**src/rtl/dcr_pkg.sv**
```systemverilog
package dcr_pkg;

    typedef enum logic [2:0] {
        RX_IDLE,
        RX_ADDR,
        RX_SUBA,
        RX_DATA,
        RX_SKIP
    } rx_st_e;

    // Storage mask per sub-address: 0 for reserved, 6 bits for
    // adjustment values, 8 bits for the control bytes.
    function automatic logic [7:0] keep_mask(input int unsigned idx);
        case (idx)
            7, 8, 9, 11, 15:      keep_mask = 8'h00;
            12, 13, 14:           keep_mask = 8'hFF;
            default:              keep_mask = 8'h3F;
        endcase
    endfunction

endpackage

```
**src/rtl/dcr_line_sync.sv**
```systemverilog
module dcr_line_sync #(
    parameter int STAGES = 2
) (
    input  logic clk,
    input  logic pfail_n,
    input  logic scl_i,
    input  logic sda_i,
    output logic scl_s,
    output logic sda_s,
    output logic scl_rise,
    output logic scl_fall,
    output logic start_det,
    output logic stop_det
);

    typedef struct packed {
        logic [STAGES-1:0] scl_pipe;
        logic [STAGES-1:0] sda_pipe;
        logic              scl_prev;
        logic              sda_prev;
    } sync_t;

    sync_t s_q, s_d;

    always_comb begin
        s_d          = s_q;
        s_d.scl_pipe = {s_q.scl_pipe[STAGES-2:0], scl_i};
        s_d.sda_pipe = {s_q.sda_pipe[STAGES-2:0], sda_i};
        s_d.scl_prev = s_q.scl_pipe[STAGES-1];
        s_d.sda_prev = s_q.sda_pipe[STAGES-1];
    end

    always_ff @(posedge clk or negedge pfail_n) begin
        if (!pfail_n) s_q <= '1;
        else          s_q <= s_d;
    end

    assign scl_s     = s_q.scl_pipe[STAGES-1];
    assign sda_s     = s_q.sda_pipe[STAGES-1];
    assign scl_rise  = scl_s & ~s_q.scl_prev;
    assign scl_fall  = ~scl_s & s_q.scl_prev;
    assign start_det = scl_s & s_q.scl_prev & s_q.sda_prev & ~sda_s;
    assign stop_det  = scl_s & s_q.scl_prev & ~s_q.sda_prev & sda_s;

endmodule

```
**src/rtl/dcr_byte_rx.sv**
```systemverilog
module dcr_byte_rx
    import dcr_pkg::*;
#(
    parameter logic [7:0] DEV_ADDR = 8'h88,
    parameter int         NREG     = 16,
    localparam int        SUB_W    = $clog2(NREG)
) (
    input  logic             clk,
    input  logic             pfail_n,
    input  logic             sda_s,
    input  logic             scl_rise,
    input  logic             scl_fall,
    input  logic             start_det,
    input  logic             stop_det,
    input  logic             buf_mode,
    input  logic             pending,
    output logic             sda_oe,
    output logic             wr_en,
    output logic [SUB_W-1:0] wr_addr,
    output logic [7:0]       wr_data,
    output logic             wr_buf
);

    typedef struct packed {
        rx_st_e           st;
        logic [3:0]       bitcnt;
        logic [7:0]       shreg;
        logic             ack_ph;
        logic             oe;
        logic [SUB_W-1:0] sub;
        logic             first;
        logic             wr_en;
        logic [SUB_W-1:0] wr_addr;
        logic [7:0]       wr_data;
        logic             wr_buf;
    } rx_t;

    rx_t r_q, r_d;

    // A single acknowledge routine keeps the slot handling the same
    // for every byte kind.
    always_comb begin
        logic take;
        r_d       = r_q;
        r_d.wr_en = 1'b0;
        take      = 1'b0;
        if (start_det) begin
            r_d.st     = RX_ADDR;
            r_d.bitcnt = '0;
            r_d.ack_ph = 1'b0;
            r_d.oe     = 1'b0;
            r_d.first  = 1'b1;
        end else if (stop_det) begin
            r_d.st     = RX_IDLE;
            r_d.ack_ph = 1'b0;
            r_d.oe     = 1'b0;
        end else if (r_q.st == RX_ADDR || r_q.st == RX_SUBA || r_q.st == RX_DATA) begin
            if (r_q.ack_ph) begin
                if (scl_fall) begin
                    r_d.oe     = 1'b0;
                    r_d.ack_ph = 1'b0;
                    r_d.bitcnt = '0;
                end
            end else if (scl_rise && r_q.bitcnt < 4'd8) begin
                r_d.shreg  = {r_q.shreg[6:0], sda_s};
                r_d.bitcnt = r_q.bitcnt + 4'd1;
            end else if (scl_fall && r_q.bitcnt == 4'd8) begin
                case (r_q.st)
                    RX_ADDR: begin
                        take = (r_q.shreg == DEV_ADDR);
                        r_d.st = RX_SUBA;
                    end
                    RX_SUBA: begin
                        take    = (int'(r_q.shreg) < NREG);
                        r_d.sub = r_q.shreg[SUB_W-1:0];
                        r_d.st  = RX_DATA;
                    end
                    default: begin
                        if (!buf_mode) begin
                            take        = 1'b1;
                            r_d.wr_en   = 1'b1;
                            r_d.wr_buf  = 1'b0;
                            r_d.wr_addr = r_q.sub;
                            r_d.wr_data = r_q.shreg;
                            r_d.sub     = r_q.sub + 1'b1;
                        end else if (r_q.first && !pending) begin
                            take        = 1'b1;
                            r_d.wr_en   = 1'b1;
                            r_d.wr_buf  = 1'b1;
                            r_d.wr_addr = r_q.sub;
                            r_d.wr_data = r_q.shreg;
                            r_d.first   = 1'b0;
                        end
                    end
                endcase
                if (take) begin
                    r_d.oe     = 1'b1;
                    r_d.ack_ph = 1'b1;
                end else begin
                    r_d.st = RX_SKIP;
                end
            end
        end
    end

    always_ff @(posedge clk or negedge pfail_n) begin
        if (!pfail_n) begin
            r_q    <= '0;
            r_q.st <= RX_IDLE;
        end else begin
            r_q <= r_d;
        end
    end

    assign sda_oe  = r_q.oe;
    assign wr_en   = r_q.wr_en;
    assign wr_addr = r_q.wr_addr;
    assign wr_data = r_q.wr_data;
    assign wr_buf  = r_q.wr_buf;

    // the acknowledge is released on the falling edge that ends the slot
    p_ack_release_r2: assert property (@(posedge clk) disable iff (!pfail_n)
        (r_q.oe && r_q.ack_ph && scl_fall && !start_det && !stop_det) |=> !sda_oe);

    // a refused transfer never drives the line
    p_skip_quiet_r10: assert property (@(posedge clk) disable iff (!pfail_n)
        (r_q.st == RX_SKIP) |-> !sda_oe);

endmodule

```
**src/rtl/dcr_reg_store.sv**
```systemverilog
module dcr_reg_store
    import dcr_pkg::*;
#(
    parameter int  NREG     = 16,
    parameter int  DW       = 8,
    parameter int  BUF_IDX  = 12,
    parameter int  BUF_BIT  = 5,
    localparam int SUB_W    = $clog2(NREG)
) (
    input  logic             clk,
    input  logic             pfail_n,
    input  logic             vblank,
    input  logic             wr_en,
    input  logic [SUB_W-1:0] wr_addr,
    input  logic [DW-1:0]    wr_data,
    input  logic             wr_buf,
    output logic             buf_mode,
    output logic             pending,
    output logic [NREG*DW-1:0] regs_o
);

    typedef struct packed {
        logic [NREG-1:0][DW-1:0] work;
        logic [SUB_W-1:0]        stg_addr;
        logic [DW-1:0]           stg_data;
        logic                    pend;
        logic                    vb_prev;
    } st_t;

    st_t s_q, s_d;
    logic vb_rise;

    assign vb_rise = vblank & ~s_q.vb_prev;

    always_comb begin
        s_d         = s_q;
        s_d.vb_prev = vblank;
        if (s_q.pend && vb_rise) begin
            s_d.work[s_q.stg_addr] = s_q.stg_data & keep_mask(int'(s_q.stg_addr));
            s_d.pend               = 1'b0;
        end
        if (wr_en) begin
            if (wr_buf) begin
                s_d.stg_addr = wr_addr;
                s_d.stg_data = wr_data;
                s_d.pend     = 1'b1;
            end else begin
                s_d.work[wr_addr] = wr_data & keep_mask(int'(wr_addr));
            end
        end
    end

    always_ff @(posedge clk or negedge pfail_n) begin
        if (!pfail_n) begin
            s_q <= '0;
            for (int i = 0; i < NREG; i++) begin
                s_q.work[i] <= DW'(8'h01) & keep_mask(i);
            end
        end else begin
            s_q <= s_d;
        end
    end

    for (genvar g = 0; g < NREG; g++) begin : g_out
        assign regs_o[g*DW +: DW] = s_q.work[g];
    end

    assign buf_mode = s_q.work[BUF_IDX][BUF_BIT];
    assign pending  = s_q.pend;

    // a waiting byte is committed on the blanking edge
    p_commit_clears_r7: assert property (@(posedge clk) disable iff (!pfail_n)
        (s_q.pend && vb_rise) |=> !pending);

    // the receiver never stages over a waiting byte
    p_no_restage_r8: assert property (@(posedge clk) disable iff (!pfail_n)
        pending |-> !(wr_en && wr_buf));

    // immediate write to a 6-bit register lands next cycle
    p_imm_write_r5: assert property (@(posedge clk) disable iff (!pfail_n)
        (wr_en && !wr_buf && wr_addr == '0) |=>
        (regs_o[DW-1:0] == {2'b00, $past(wr_data[5:0])}));

endmodule

```
**src/rtl/dcr_bank_top.sv**
```systemverilog
module dcr_bank_top #(
    parameter logic [7:0] DEV_ADDR = 8'h88,
    parameter int         NREG     = 16,
    parameter int         DW       = 8,
    parameter int         STAGES   = 2
) (
    input  logic               clk,
    input  logic               pfail_n,
    input  logic               scl_i,
    input  logic               sda_i,
    output logic               sda_oe,
    input  logic               vblank,
    output logic [NREG*DW-1:0] regs_o
);

    localparam int SUB_W = $clog2(NREG);

    logic             scl_s, sda_s, scl_rise, scl_fall, start_det, stop_det;
    logic             buf_mode, pending;
    logic             wr_en, wr_buf;
    logic [SUB_W-1:0] wr_addr;
    logic [7:0]       wr_data;

    dcr_line_sync #(.STAGES(STAGES)) u_sync (
        .clk(clk), .pfail_n(pfail_n), .scl_i(scl_i), .sda_i(sda_i),
        .scl_s(scl_s), .sda_s(sda_s), .scl_rise(scl_rise), .scl_fall(scl_fall),
        .start_det(start_det), .stop_det(stop_det)
    );

    dcr_byte_rx #(.DEV_ADDR(DEV_ADDR), .NREG(NREG)) u_rx (
        .clk(clk), .pfail_n(pfail_n), .sda_s(sda_s), .scl_rise(scl_rise),
        .scl_fall(scl_fall), .start_det(start_det), .stop_det(stop_det),
        .buf_mode(buf_mode), .pending(pending), .sda_oe(sda_oe),
        .wr_en(wr_en), .wr_addr(wr_addr), .wr_data(wr_data), .wr_buf(wr_buf)
    );

    dcr_reg_store #(.NREG(NREG), .DW(DW)) u_store (
        .clk(clk), .pfail_n(pfail_n), .vblank(vblank), .wr_en(wr_en),
        .wr_addr(wr_addr), .wr_data(wr_data), .wr_buf(wr_buf),
        .buf_mode(buf_mode), .pending(pending), .regs_o(regs_o)
    );

    logic unused_scl_s;
    assign unused_scl_s = scl_s;

endmodule

```
**config.mk**
```make
export PLATFORM = sky130hd
export DESIGN_NAME = dcr_bank_top
export DESIGN_NICKNAME = d
export VERILOG_FILES = /design/src/rtl/dcr_pkg.sv /design/src/rtl/dcr_line_sync.sv /design/src/rtl/dcr_byte_rx.sv /design/src/rtl/dcr_reg_store.sv /design/src/rtl/dcr_bank_top.sv
export SDC_FILE = /design/constraint.sdc
export NUM_CORES = 1
export LEC_CHECK = 0
export BUFFER_PORTS_ARGS = -buffer_cell sky130_fd_sc_hd__buf_2
export CORE_ASPECT_RATIO = 0.9
export CORE_MARGIN = 2
export CORE_UTILIZATION = 45
export DETAILED_ROUTE_END_ITERATION = 8
export PLACE_DENSITY = 0.65
export SLEW_MARGIN = 20
export SYNTH_ARGS = -nofsm -noshare
export SYNTH_HDL_FRONTEND = slang
export SYNTH_SLANG_ARGS = --single-unit
```
**constraint.sdc**
```tcl
create_clock -name clk -period 2.65 [get_ports clk]
set_clock_uncertainty 0.2 [all_clocks]
set_input_delay 0 -clock clk [delete_from_list [all_inputs] [get_ports clk]]
set_output_delay 0 -clock clk [all_outputs]
set_load 0.05 [all_outputs]
```
==> flow_summary.json <==
{
  "hold_viol": 0,
  "maximum_fanout_encountered_on_the_critical_timing_path": 12,
  "cts_num_sinks": 184,
  "layout_cell_share_with_drive_strength_beyond_1_pct": 28.44,
  "finish.utilization_pct": 49.66,
  "design.final.nets": 839,
  "route.final.wire_length_um": 19900,
  "die_area_um2": 20870,
  "placed_cells_incl_taps": 1054,
  "via_count": 5715,
  "placement_rows": 48,
  "max_slew.worst_pin.slew_ns": 0.7948,
  "leakage_nw": 4.692,
  "die_width_um": 152.0,
  "grt_start_max_net_pins": 54,
  "finalPower_mw": 5.461,
  "slew_headroom_pct": 47.02,
  "grt_setup_unrepaired": "false",
  "synth_cells": 810,
  "antenna_found_initial": 0,
  "h-tree-depth": 4,
  "worstSetupStartpoint": "u_rx.r_q[29]",
  "mostFrequentLayoutCell": "sky130_fd_sc_hd__dfrtp_1",
  "synthToLayoutAreaGrowth_pct": 7.852,
  "mostFrequentLayoutCells": "sky130_fd_sc_hd__dfrtp_1, sky130_fd_sc_hd__buf_2, sky130_fd_sc_hd__mux2i_1, sky130_fd_sc_hd__nand2_1, sky130_fd_sc_hd__nor2_1",
  "ys_ff_latch": 184,
  "min_path_type": "primary input to register",
  "globalRouteTotalUtil_pct": 19.39,
  "yosys_warnings": 0,
  "place_congestion": 0.8627,
  "io_pins": 134,
  "final_design_area_no_fill_um2": 9573,
  "synth_area_per_cell_um2": 10.96,
  "grt-ovfl-total": 0,
  "max-vdd-ir-drop_mv": 0.3982,
  "drt_first_pass_iters": 5,
  "hold-worst-slack_ns": 0.07870,
  "synthesis.nets": 818,
  "worst_hold_startpoint": "vblank",
  "outcome": "finished clean",
  "finalSetupViolCount": 0,
  "antenna_left": 0,
  "floorplan.die.height_um": 137.2,
  "core_region_area_um2": 19280,
  "detail_route.vias_per_cell": 5.224,
  "cts_resized": 0,
  "clk_pin_slew_ns": 0.07,
  "nFillCells": 1725,
  "fin_ws_ns": 0.2543,
  "asyncSetResetFlopFracSynth_pct": 100.0,
  "worst-endpoint-required_ns": 2.76,
  "power_density_nw_per_um2": 570.5,
  "drt_drc_violations_left": 0,
  "start_kind": "register",
  "max_clock_freq_ghz": 0.4174,
  "clock_insertion_delay_worst_skew_ns": 0.43,
  "floorplan.initialDensity_pct": 46.04,
  "finalSetupTns_ns": 0,
  "cts_inserted_buffers": 17,
  "avgRoutedWirePerCell_um": 18.19,
  "synth_enable_flop_cells": 0,
  "n_antenna_cell": 0,
  "port_buffers": 133,
  "end_kind": "register",
  "clock_tree_from_tritoncts": "built",
  "final_cell_count_no_fill": 1094,
  "cts-root-to-sink-buffers": 2,
  "min_period_ns": 2.396,
  "grt_pass1_wl_um": 31370,
  "min_period_over_period_pct": 90.41,
  "pre_cts_ws_ns": 0.2993,
  "drv_slew": 0,
  "part_of_the_yosys_area_used_for_sequential_elements_pct": 52.11,
  "setup.worst_path.class": "register to register",
  "timing.rr.start": "u_rx.r_q[29]",
  "synthDistinctLibCells": 55,
  "cts_root_buffer": "sky130_fd_sc_hd__clkbuf_16",
  "first_global_vias": 5479,
  "placement.cell_area_um2": 8936,
  "max_cap_viol_count": 0,
  "cp_data_arrival_time_ns": 2.51,
  "initialDrtViolationCount": 367,
  "synth_area_um2": 8876,
  "dp_hpwl_um": 13760,
  "ys_flop_type": "sky130_fd_sc_hd__dfrtp_1"
}
[what timing repair did]
| item | 4_1_cts | 5_1_grt |
|---|---|---|
| buffers inserted | 0 | 0 |
| hold endpoints to repair | 177 | 0 |
| hold buffers | 8 | 0 |
[power breakdown]
| part | total, mW | switching, mW | internal (mW) |
|---|---|---|---|
| logic | 0.219 | 0.152 | 0.0668 |
| clock network | 2.34 | 1.11 | 1.23 |
| registers | 2.91 | 0.0495 | 2.86 |
| total | 5.46 | 1.31 | 4.15 |
[Yosys cell counts, drive strengths merged, types with 3 or more instances]
cell | number | share of area, %
dfrtp | 167 | 47
mux2i | 93 | 10
nor3b | 11 | 0.99
clkbuf | 16 | 0.68
nand3b | 3 | 0.25
o21a | 9 | 0.76
and3 | 6 | 0.42
nand2 | 73 | 3.1
buf | 142 | 12
ha | 3 | 0.42
dfstp | 17 | 5.0
mux2 | 24 | 3.0
inv | 6 | 0.25
nor2 | 46 | 2.3
o22ai | 3 | 0.21
nand2b | 6 | 0.51
a211oi | 3 | 0.25
nor3 | 10 | 0.75
nand3 | 11 | 0.62
or3 | 5 | 0.35
and2 | 33 | 2.3
nand4 | 3 | 0.21
a22oi | 4 | 0.34
a21oi | 34 | 1.9
nor2b | 15 | 1.1
and3b | 9 | 0.89
o21ai | 34 | 1.9
[sequential cells by signal (all words and copies together) (netlist names)]
register	count
u_rx.wr_data	8
u_store.buf_mode	1
u_rx.r_q	21
u_sync.sda_s	1
u_rx.wr_addr	4
u_sync.scl_s	1
u_sync.s_q	2
u_rx.wr_en	1
u_sync.s_d	2
u_store.regs_o	127
u_rx.wr_buf	1
u_store.pending	1
u_rx.sda_oe	1
u_store.s_q	13
[layer usage]
| metal | routed length (um) | share of wire, % | track usage [%] |
|---|---|---|---|
| met5 | 0 | 0 | 0 |
| met4 | 123 | 0.62 | 4.465 |
| met3 | 1091 | 5.5 | 5.285 |
| met2 | 8891 | 45 | 29.18 |
| met1 | 9793 | 49 | 28.15 |
[worst max-delay path, stage by stage, from the launching register on]
cell	delay, ns
sky130_fd_sc_hd__dfrtp_1	0.42
sky130_fd_sc_hd__inv_1	0.07
sky130_fd_sc_hd__ha_1	0.13
sky130_fd_sc_hd__nand3b_1	0.12
sky130_fd_sc_hd__nor3_1	0.39
sky130_fd_sc_hd__and3_1	0.24
sky130_fd_sc_hd__a21boi_2	0.15
sky130_fd_sc_hd__buf_4	0.21
sky130_fd_sc_hd__mux2_2	0.35
[area by class of cell]
cell class	instances	area [um^2]	area share, %
clock buffer	19	442.9	4.627
clock inverter	13	96.34	1.006
inverter	7	26.28	0.2745
multi-input combinational	461	3132	32.71
sequential	184	4626	48.32
tap	250	312.8	3.268
timing repair buffer	160	937.1	9.790
[cell families (layout without fill, tap and decap cells)]
family,after synthesis,in the layout,synth area share [%]
AND/OR/NAND/NOR,238,238,14.34
AO/OA/AOI/OAI,101,101,6.724
flip-flops,184,184,52.11
buffers and inverters,165,199,12.67
adder cells (fa/ha/maj),3,3,0.4229
multiplexers,117,117,13.53
XOR/XNOR,2,2,0.1974
[path summary, 6_finish.rpt]
| check | to | slack (ns) | cells after the start |
|---|---|---|---|
| max in group asynchronous | u_store.regs_o[80] | 1.34 | 4 |
| min in group asynchronous | u_sync.s_q[0] | 0.53 | 3 |
| min | u_store.s_q[0] | 0.08 | 2 |
| max reg2reg | u_rx.wr_data[2] | 0.25 | 8 |
| min reg2reg | u_sync.sda_s | 0.16 | 0 |
| max | u_rx.wr_data[2] | 0.25 | 8 |
No activity file was read; power rests on OpenSTA's default activity.
